--- src/rtl/chg_split_pkg.sv ---
package chg_split_pkg;
  // Full scale of every percentage input.
  localparam int PCT_FULL = 100;
  // Default limits applied to the step-charging delta, in microamps.
  localparam int STEP_DELTA_MIN_UA = -3100000;
  localparam int STEP_DELTA_MAX_UA = 3200000;
endpackage

--- src/rtl/chg_pct_clamp.sv ---
module chg_pct_clamp #(
  parameter int PCT_W = 8
) (
  input  logic signed [PCT_W-1:0] raw_pct,
  output logic signed [PCT_W-1:0] lim_pct
);
  import chg_split_pkg::*;

  localparam logic signed [PCT_W-1:0] FULL = PCT_W'(PCT_FULL);

  always_comb begin
    if (raw_pct < 0)         lim_pct = '0;
    else if (raw_pct > FULL) lim_pct = FULL;
    else                     lim_pct = raw_pct;
  end
endmodule

--- src/rtl/chg_eff_sel.sv ---
module chg_eff_sel #(
  parameter int CUR_W     = 32,
  parameter int EXT_W     = CUR_W + 2,
  parameter int DELTA_MIN = chg_split_pkg::STEP_DELTA_MIN_UA,
  parameter int DELTA_MAX = chg_split_pkg::STEP_DELTA_MAX_UA
) (
  input  logic signed [EXT_W-1:0] total_ext,
  input  logic signed [CUR_W-1:0] reduction,
  input  logic                    step_en,
  input  logic signed [CUR_W-1:0] step_delta,
  output logic signed [EXT_W-1:0] eff_ext
);
  localparam int PAD = EXT_W - CUR_W;
  localparam logic signed [CUR_W-1:0] DMIN = CUR_W'(DELTA_MIN);
  localparam logic signed [CUR_W-1:0] DMAX = CUR_W'(DELTA_MAX);

  logic signed [CUR_W-1:0] delta_lim;
  logic signed [EXT_W-1:0] red_ext, delta_ext, cand_cut, cand_step;

  // Delta conditioning: unused when disabled, otherwise limited.
  always_comb begin
    if (!step_en)               delta_lim = '0;
    else if (step_delta < DMIN) delta_lim = DMIN;
    else if (step_delta > DMAX) delta_lim = DMAX;
    else                        delta_lim = step_delta;
  end

  assign red_ext   = {{PAD{reduction[CUR_W-1]}}, reduction};
  assign delta_ext = {{PAD{delta_lim[CUR_W-1]}}, delta_lim};

  // Two candidates, each floored at zero, then the lower one wins.
  always_comb begin
    cand_cut  = total_ext - red_ext;
    cand_step = total_ext + delta_ext;
    if (cand_cut < 0)  cand_cut  = '0;
    if (cand_step < 0) cand_step = '0;
    eff_ext = (cand_cut < cand_step) ? cand_cut : cand_step;
  end
endmodule

--- src/rtl/chg_share_calc.sv ---
module chg_share_calc #(
  parameter int EXT_W = 34,
  parameter int PCT_W = 8
) (
  input  logic signed [EXT_W-1:0] eff_ext,
  input  logic signed [EXT_W-1:0] total_ext,
  input  logic signed [PCT_W-1:0] mst_pct,
  input  logic signed [PCT_W-1:0] tpr_pct,
  output logic signed [EXT_W-1:0] master_ext,
  output logic signed [EXT_W-1:0] slave_ext
);
  import chg_split_pkg::*;

  localparam int PROD_W = EXT_W + PCT_W;
  localparam int PPAD   = PROD_W - PCT_W;
  localparam int EPAD   = PROD_W - EXT_W;
  localparam logic signed [PROD_W-1:0] DIV = PROD_W'(PCT_FULL);

  logic signed [PROD_W-1:0] eff_w, mpct_w, tpct_w, base_w, rest_w, slv_w;
  logic signed [EXT_W-1:0]  base, rest, msum;

  assign eff_w  = {{EPAD{eff_ext[EXT_W-1]}}, eff_ext};
  assign mpct_w = {{PPAD{mst_pct[PCT_W-1]}}, mst_pct};
  assign tpct_w = {{PPAD{tpr_pct[PCT_W-1]}}, tpr_pct};

  // Master base share, truncating division by full scale.
  assign base_w = (eff_w * mpct_w) / DIV;
  assign base   = base_w[EXT_W-1:0];

  // Helper share from what the master base leaves over.
  assign rest   = eff_ext - base;
  assign rest_w = {{EPAD{rest[EXT_W-1]}}, rest};
  assign slv_w  = (rest_w * tpct_w) / DIV;
  assign slave_ext = slv_w[EXT_W-1:0];

  // Compensation removed from the total returns to the master.
  always_comb begin
    msum = base + total_ext - eff_ext;
    master_ext = (msum < 0) ? '0 : msum;
  end
endmodule

--- src/rtl/chg_current_split.sv ---
module chg_current_split #(
  parameter int CUR_W     = 32,
  parameter int PCT_W     = 8,
  parameter int DELTA_MIN = chg_split_pkg::STEP_DELTA_MIN_UA,
  parameter int DELTA_MAX = chg_split_pkg::STEP_DELTA_MAX_UA
) (
  input  logic                    clk,
  input  logic                    rst_n,
  input  logic                    in_valid,
  output logic                    in_ready,
  input  logic signed [CUR_W-1:0] total_ua,
  input  logic signed [CUR_W-1:0] reduction_ua,
  input  logic                    step_en,
  input  logic signed [CUR_W-1:0] step_delta_ua,
  input  logic signed [PCT_W-1:0] master_pct,
  input  logic signed [PCT_W-1:0] taper_pct,
  output logic                    out_valid,
  input  logic                    out_ready,
  output logic signed [CUR_W-1:0] eff_ua,
  output logic signed [CUR_W-1:0] master_ua,
  output logic signed [CUR_W-1:0] slave_ua
);
  localparam int EXT_W = CUR_W + 2;
  localparam int PAD   = EXT_W - CUR_W;
  localparam int NPCT  = 2;
  localparam logic signed [EXT_W-1:0] CUR_MAX =
    {{(PAD+1){1'b0}}, {(CUR_W-1){1'b1}}};

  logic signed [EXT_W-1:0] total_ext, eff_ext, master_ext, slave_ext;
  logic signed [PCT_W-1:0] pct_raw [NPCT];
  logic signed [PCT_W-1:0] pct_lim [NPCT];
  logic signed [CUR_W-1:0] res_d [3];
  logic signed [EXT_W-1:0] res_x [3];
  logic signed [CUR_W-1:0] eff_q, master_q, slave_q;
  logic signed [CUR_W-1:0] eff_d, master_d, slave_d;
  logic                    vld_q, vld_d, accept, res_en;

  assign total_ext  = {{PAD{total_ua[CUR_W-1]}}, total_ua};
  assign pct_raw[0] = master_pct;
  assign pct_raw[1] = taper_pct;

  for (genvar g = 0; g < NPCT; g++) begin : g_pct
    chg_pct_clamp #(.PCT_W(PCT_W)) u_clamp (
      .raw_pct (pct_raw[g]),
      .lim_pct (pct_lim[g])
    );
  end

  chg_eff_sel #(
    .CUR_W(CUR_W), .EXT_W(EXT_W),
    .DELTA_MIN(DELTA_MIN), .DELTA_MAX(DELTA_MAX)
  ) u_eff (
    .total_ext  (total_ext),
    .reduction  (reduction_ua),
    .step_en    (step_en),
    .step_delta (step_delta_ua),
    .eff_ext    (eff_ext)
  );

  chg_share_calc #(.EXT_W(EXT_W), .PCT_W(PCT_W)) u_share (
    .eff_ext    (eff_ext),
    .total_ext  (total_ext),
    .mst_pct    (pct_lim[0]),
    .tpr_pct    (pct_lim[1]),
    .master_ext (master_ext),
    .slave_ext  (slave_ext)
  );

  // Saturate every non-negative result to the output width.
  assign res_x[0] = eff_ext;
  assign res_x[1] = master_ext;
  assign res_x[2] = slave_ext;
  for (genvar r = 0; r < 3; r++) begin : g_sat
    assign res_d[r] = (res_x[r] > CUR_MAX) ? CUR_MAX[CUR_W-1:0]
                                           : res_x[r][CUR_W-1:0];
  end

  // Handshake and next state.
  assign in_ready = !vld_q || out_ready;
  assign accept   = in_valid && in_ready;
  assign res_en   = accept;

  always_comb begin
    vld_d = vld_q;
    if (accept)         vld_d = 1'b1;
    else if (out_ready) vld_d = 1'b0;
    eff_d    = res_d[0];
    master_d = res_d[1];
    slave_d  = res_d[2];
  end

  always_ff @(posedge clk or negedge rst_n) begin
    if (!rst_n) vld_q <= 1'b0;
    else        vld_q <= vld_d;
  end

  always_ff @(posedge clk or negedge rst_n) begin
    if (!rst_n) begin
      eff_q    <= '0;
      master_q <= '0;
      slave_q  <= '0;
    end else if (res_en) begin
      eff_q    <= eff_d;
      master_q <= master_d;
      slave_q  <= slave_d;
    end
  end

  assign out_valid = vld_q;
  assign eff_ua    = eff_q;
  assign master_ua = master_q;
  assign slave_ua  = slave_q;
endmodule

--- config.mk ---
export PLATFORM = sky130hd
export DESIGN_NAME = chg_current_split
export DESIGN_NICKNAME = d
export VERILOG_FILES = /design/src/rtl/chg_split_pkg.sv /design/src/rtl/chg_pct_clamp.sv /design/src/rtl/chg_eff_sel.sv /design/src/rtl/chg_share_calc.sv /design/src/rtl/chg_current_split.sv
export SDC_FILE = /design/constraint.sdc
export NUM_CORES = 2
export LEC_CHECK = 0
export BUFFER_PORTS_ARGS = -buffer_cell sky130_fd_sc_hd__buf_2
export CAP_MARGIN = 20
export CORE_ASPECT_RATIO = 1.1
export CORE_UTILIZATION = 66
export CTS_CLUSTER_SIZE = 10
export DETAILED_ROUTE_END_ITERATION = 7
export PLACE_DENSITY_LB_ADDON = 0.05
export SYNTH_ARGS = -nofsm -noshare
export SYNTH_HDL_FRONTEND = slang
export SYNTH_SLANG_ARGS = --single-unit
--- constraint.sdc ---
create_clock -name clk -period 1.5 [get_ports clk]
set_input_delay 0.375 -clock clk [delete_from_list [all_inputs] [get_ports clk]]
set_output_delay 0.375 -clock clk [all_outputs]
set_load 0.01 [all_outputs]
==> impl_metrics.env, run 1 <==
export IMPL_status="stopped before the end"
export IMPL_haltStage="clock tree synthesis"
export IMPL_error="[ERROR DPL-0038] Utilization greater than 100%, impossible to legalize"
export IMPL_io_buffer_count=214
export IMPL_initial_core_util_pct=66.6
export IMPL_ctsHoldBuffers=1
export IMPL_synth_area_um2=44200
export IMPL_post_cts_setup_buffers=241
export IMPL_async_flop_share_pct=100
export IMPL_yosysTopAreaCell="fa_1"
export IMPL_cts_buffers=9
export IMPL_hpwl_um=198000
export IMPL_ctsHtreeMaxLevel=3
export IMPL_io_pins=215
export IMPL_gp_congestion=1.17
export IMPL_synth_edff_count=0
export IMPL_synth_cell_type_count=140
export IMPL_yosys_top_cells_area="fa_1 16%, ha_1 9.6%, nor2_1 7.1%"
export IMPL_seq_area_frac_synth_pct=5.50
export IMPL_placed_cell_area_um2=64100
export IMPL_root_buffer="clkbuf_16"
export IMPL_cts_sinks=97
export IMPL_die_w_um=249
export IMPL_syn_num_nets=6792
export IMPL_die_y_um=273
export IMPL_post_synth_inst_count=5976
export IMPL_synth_ff_type="dfrtp_1"
export IMPL_rows=99
export IMPL_syn_area_per_cell_um2=7.39
export IMPL_clock_path_buffers=2
export IMPL_yosysTopAreaCellShare_pct=16.4
export IMPL_synth_seq_cells=97
export IMPL_placedCellCount=8901
export IMPL_cts_resized=630
export IMPL_yosysWarnings=0
## cell usage after synthesis, types with 29 or more instances
cell,number
nor2_1,832
inv_1,638
nand2_1,409
a21oi_1,386
fa_1,361
ha_1,338
xnor2_1,267
o21ai_0,188
clkbuf_1,160
a31oi_1,153
a21o_1,145
nor3_1,126
nand3_1,124
xor2_1,119
and2_1,103
dfrtp_1,97
o21bai_1,88
o21a_1,73
a211oi_1,67
or2_2,66
nand2b_1,61
o211ai_1,59
and3_1,56
mux2i_1,52
or3_1,52
nand4_1,50
o21ai_1,43
nor2b_1,36
o31ai_1,33
a211o_1,32
nor4_1,31
buf_2,29
mux2_2,29
## cells by family after synthesis
kind of cell	count (synthesis)	synth area share, %
and+or+nand+nor	2068	22.1
DFF	97	5.50
buffers and inverters	856	7.42
xor gates and xnor gates	396	8.04
AOI/OAI and AO/OA	1752	28.4
muxes	88	2.15
adders and majority gates	719	26.4
## through the flow
stage          setup TNS (ns)  setup slack (ns)
3_5_place_dp         -4028.58            -71.49
3_3_place_gp         -3543.80            -63.50
2_1_floorplan        -3427.64            -62.64
==> run 2: changes to the inputs <==
CORE_ASPECT_RATIO = default   (was 1.1)
CORE_UTILIZATION = 40   (was 66)
CTS_CLUSTER_SIZE = default   (was 10)
PLACE_DENSITY_LB_ADDON = 0.15   (was 0.05)
==> run 2 against run 1 <==
The flow now finishes, with violations (setup timing). Synthesized cell count unchanged. Area after synthesis unchanged.
==> impl_metrics.env, run 2 <==
export IMPL_status="complete, but fails checks"
export IMPL_violations="setup timing"
export IMPL_clk_pin_slew_ns=0.11
export IMPL_synthTopCellsByCount="832 x nor2_1, 638 x inv_1, 409 x nand2_1"
export IMPL_antenna_found_initial=11
export IMPL_die_y_um=334
export IMPL_grt_max_degree=60
export IMPL_fmax_mhz=15.1
export IMPL_setup_slack_ns=-64.53
export IMPL_drv_slew=0
export IMPL_rsz0062_at_grt="true"
export IMPL_yosysTopAreaCell="fa_1"
export IMPL_synth_most_common_cell="nor2_1"
export IMPL_cts_sinks=97
export IMPL_antenna_left=0
export IMPL_rows=121
export IMPL_hpwl_um=153000
export IMPL_synth_edff_count=0
export IMPL_crit_arrival_ns=66.37
export IMPL_fin_skew_ns=0.0257
export IMPL_synth_area_um2=44200
export IMPL_fin_util_pct=65.8
export IMPL_grt_ovfl_total=0
export IMPL_worst_pin_slew_ns=0.893
export IMPL_fin_crit_ns=66.03
export IMPL_die_area_um2=112000
export IMPL_routed_wl_um=186000
export IMPL_viasPerCell=5.49
export IMPL_dr_pass1_iters=6
export IMPL_endpoint_kind="flip-flop"
export IMPL_post_synth_inst_count=5976
export IMPL_gp_congestion=0.985
export IMPL_initial_core_util_pct=40.5
export IMPL_nNetsFinal=9217
export IMPL_cts_buffers=9
export IMPL_drive_gt1_share_pct=44.2
export IMPL_syn_num_nets=6792
export IMPL_grt_pass1_vias=53500
export IMPL_worst_path_buf_inv=41
export IMPL_setup_viol=95
export IMPL_ctsHtreeMaxLevel=3
export IMPL_seq_area_frac_synth_pct=5.50
export IMPL_grt_pass1_wl_um=285000
export IMPL_io_buffer_count=214
export IMPL_slowest_delay_ns=0.60
export IMPL_root_buffer="clkbuf_16"
export IMPL_drv_cap=0
export IMPL_cp_slowest_cell="fa_1"
export IMPL_drt_iter0_drc=3442
export IMPL_wire_per_inst_um=18.8
export IMPL_min_period_over_period_pct=4400
export IMPL_grt_util_all_layers_pct=31.9
export IMPL_final_common_cell="buf_4"
export IMPL_crit_required_ns=1.84
export IMPL_hold_path_class="in -> reg"
export IMPL_slew_headroom_pct=40.3
export IMPL_vias=54300
export IMPL_core_um2=109000
export IMPL_yosys_top_cells_area="fa_1 16%, ha_1 9.6%, nor2_1 7.1%"
export IMPL_async_flop_share_pct=100
export IMPL_clock_latency_ns=0.47
export IMPL_place_ws_ns=-65.94
export IMPL_clock_path_buffers=2
export IMPL_die_w_um=334
export IMPL_final_cell_mix="2281 x buf_4, 754 x nor2_1, 608 x inv_1, 371 x nand2_1, 348 x fa_1"
export IMPL_cts_tree="done"
export IMPL_syn_area_per_cell_um2=7.39
export IMPL_yosysWarnings=0
export IMPL_drc=0
export IMPL_area_delta_synth_final_pct=62.8
export IMPL_synth_ff_type="dfrtp_1"
export IMPL_crit_top_cell="a21o_1"
export IMPL_crit_family="compound AO/OA/AOI/OAI gates"
export IMPL_synth_seq_cells=97
export IMPL_start_kind="input pin"
export IMPL_synth_cell_type_count=140
export IMPL_io_pins=215
export IMPL_final_hold_viol_count=0
export IMPL_yosysTopAreaCellShare_pct=16.4
export IMPL_worstSetupPathType="in -> reg"
export IMPL_path_max_fanout=9
[run 2: cell counts after synthesis]
Identical to the previous run, type by type.
[run 2: metal layers]
layer,track usage (%),share of wire (%),vias up
li1,-,-,26000
met1,39.5,41,26300
met2,55.4,49,1584
met3,3.78,5.2,348
met4,13.8,4.6,2
met5,0,0.0064,-
[run 2: layout make-up]
| cell class | count | area, um^2 |
|---|---|---|
| fill | 9303 | 37300 |
| clock buffer | 9 | 225 |
| timing repair buffer | 2620 | 20200 |
| inverter | 649 | 2450 |
| clock inverter | 7 | 81.3 |
| multi-input combinational | 5024 | 44600 |
| tap | 1476 | 1850 |
| sequential | 97 | 2430 |
| antenna | 8 | 20.0 |
[run 2: cell families after synthesis]
| group | after synthesis | share of synthesized area, % |
|---|---|---|
| AOI/OAI and AO/OA | 1752 | 28.4 |
| DFF | 97 | 5.50 |
| muxes | 88 | 2.15 |
| adders and majority gates | 719 | 26.4 |
| buffers and inverters | 856 | 7.42 |
| and+or+nand+nor | 2068 | 22.1 |
| xor gates and xnor gates | 396 | 8.04 |
[run 2: worst paths after layout]
path / from / to / slack, ns / depth (start not counted)
worst min register to register: eff_ua[31]$_DFFE_PN0P_ / eff_ua[31]$_DFFE_PN0P_ / 0.48 / 1
max in group asynchronous: rst_n / eff_ua[6]$_DFFE_PN0P_ / 0.63 / 3
worst min-delay path: in_valid / out_valid$_DFFE_PN0P_ / 0.15 / 2
worst max-delay path: step_delta_ua[9] / slave_ua[25]$_DFFE_PN0P_ / -64.53 / 345
worst max register to register: out_valid$_DFFE_PN0P_ / slave_ua[1]$_DFFE_PN0P_ / 0.01 / 5
min in group asynchronous: rst_n / slave_ua[22]$_DFFE_PN0P_ / 0.36 / 2
[run 2: stage by stage]
step	hold slack [ns]	area [um^2]	instances	setup TNS, ns
after floorplan	0.0794	47300	5976	-3427.64
after global placement	0.312	65700	9604	-3635.98
after detailed placement	0.311	65700	9604	-3688.38
after CTS	0.120	68500	9757	-3519.90
after global routing	0.144	71900	9887	-3746.06
final	0.149	71900	9890	-3559.04
[run 2: repair_timing]
action	CTS	global route
resized for setup	258	472
hold buffers	1	0
pin swaps	167	250
hold endpoints to repair	5	0
gates cloned	4	5
buffers inserted	133	130
setup endpoints to repair	96	96
Power of run 2 is left out: the tool's default activity adds up to more than one toggle a clock period on the data nets, which glitch-free logic cannot reach.
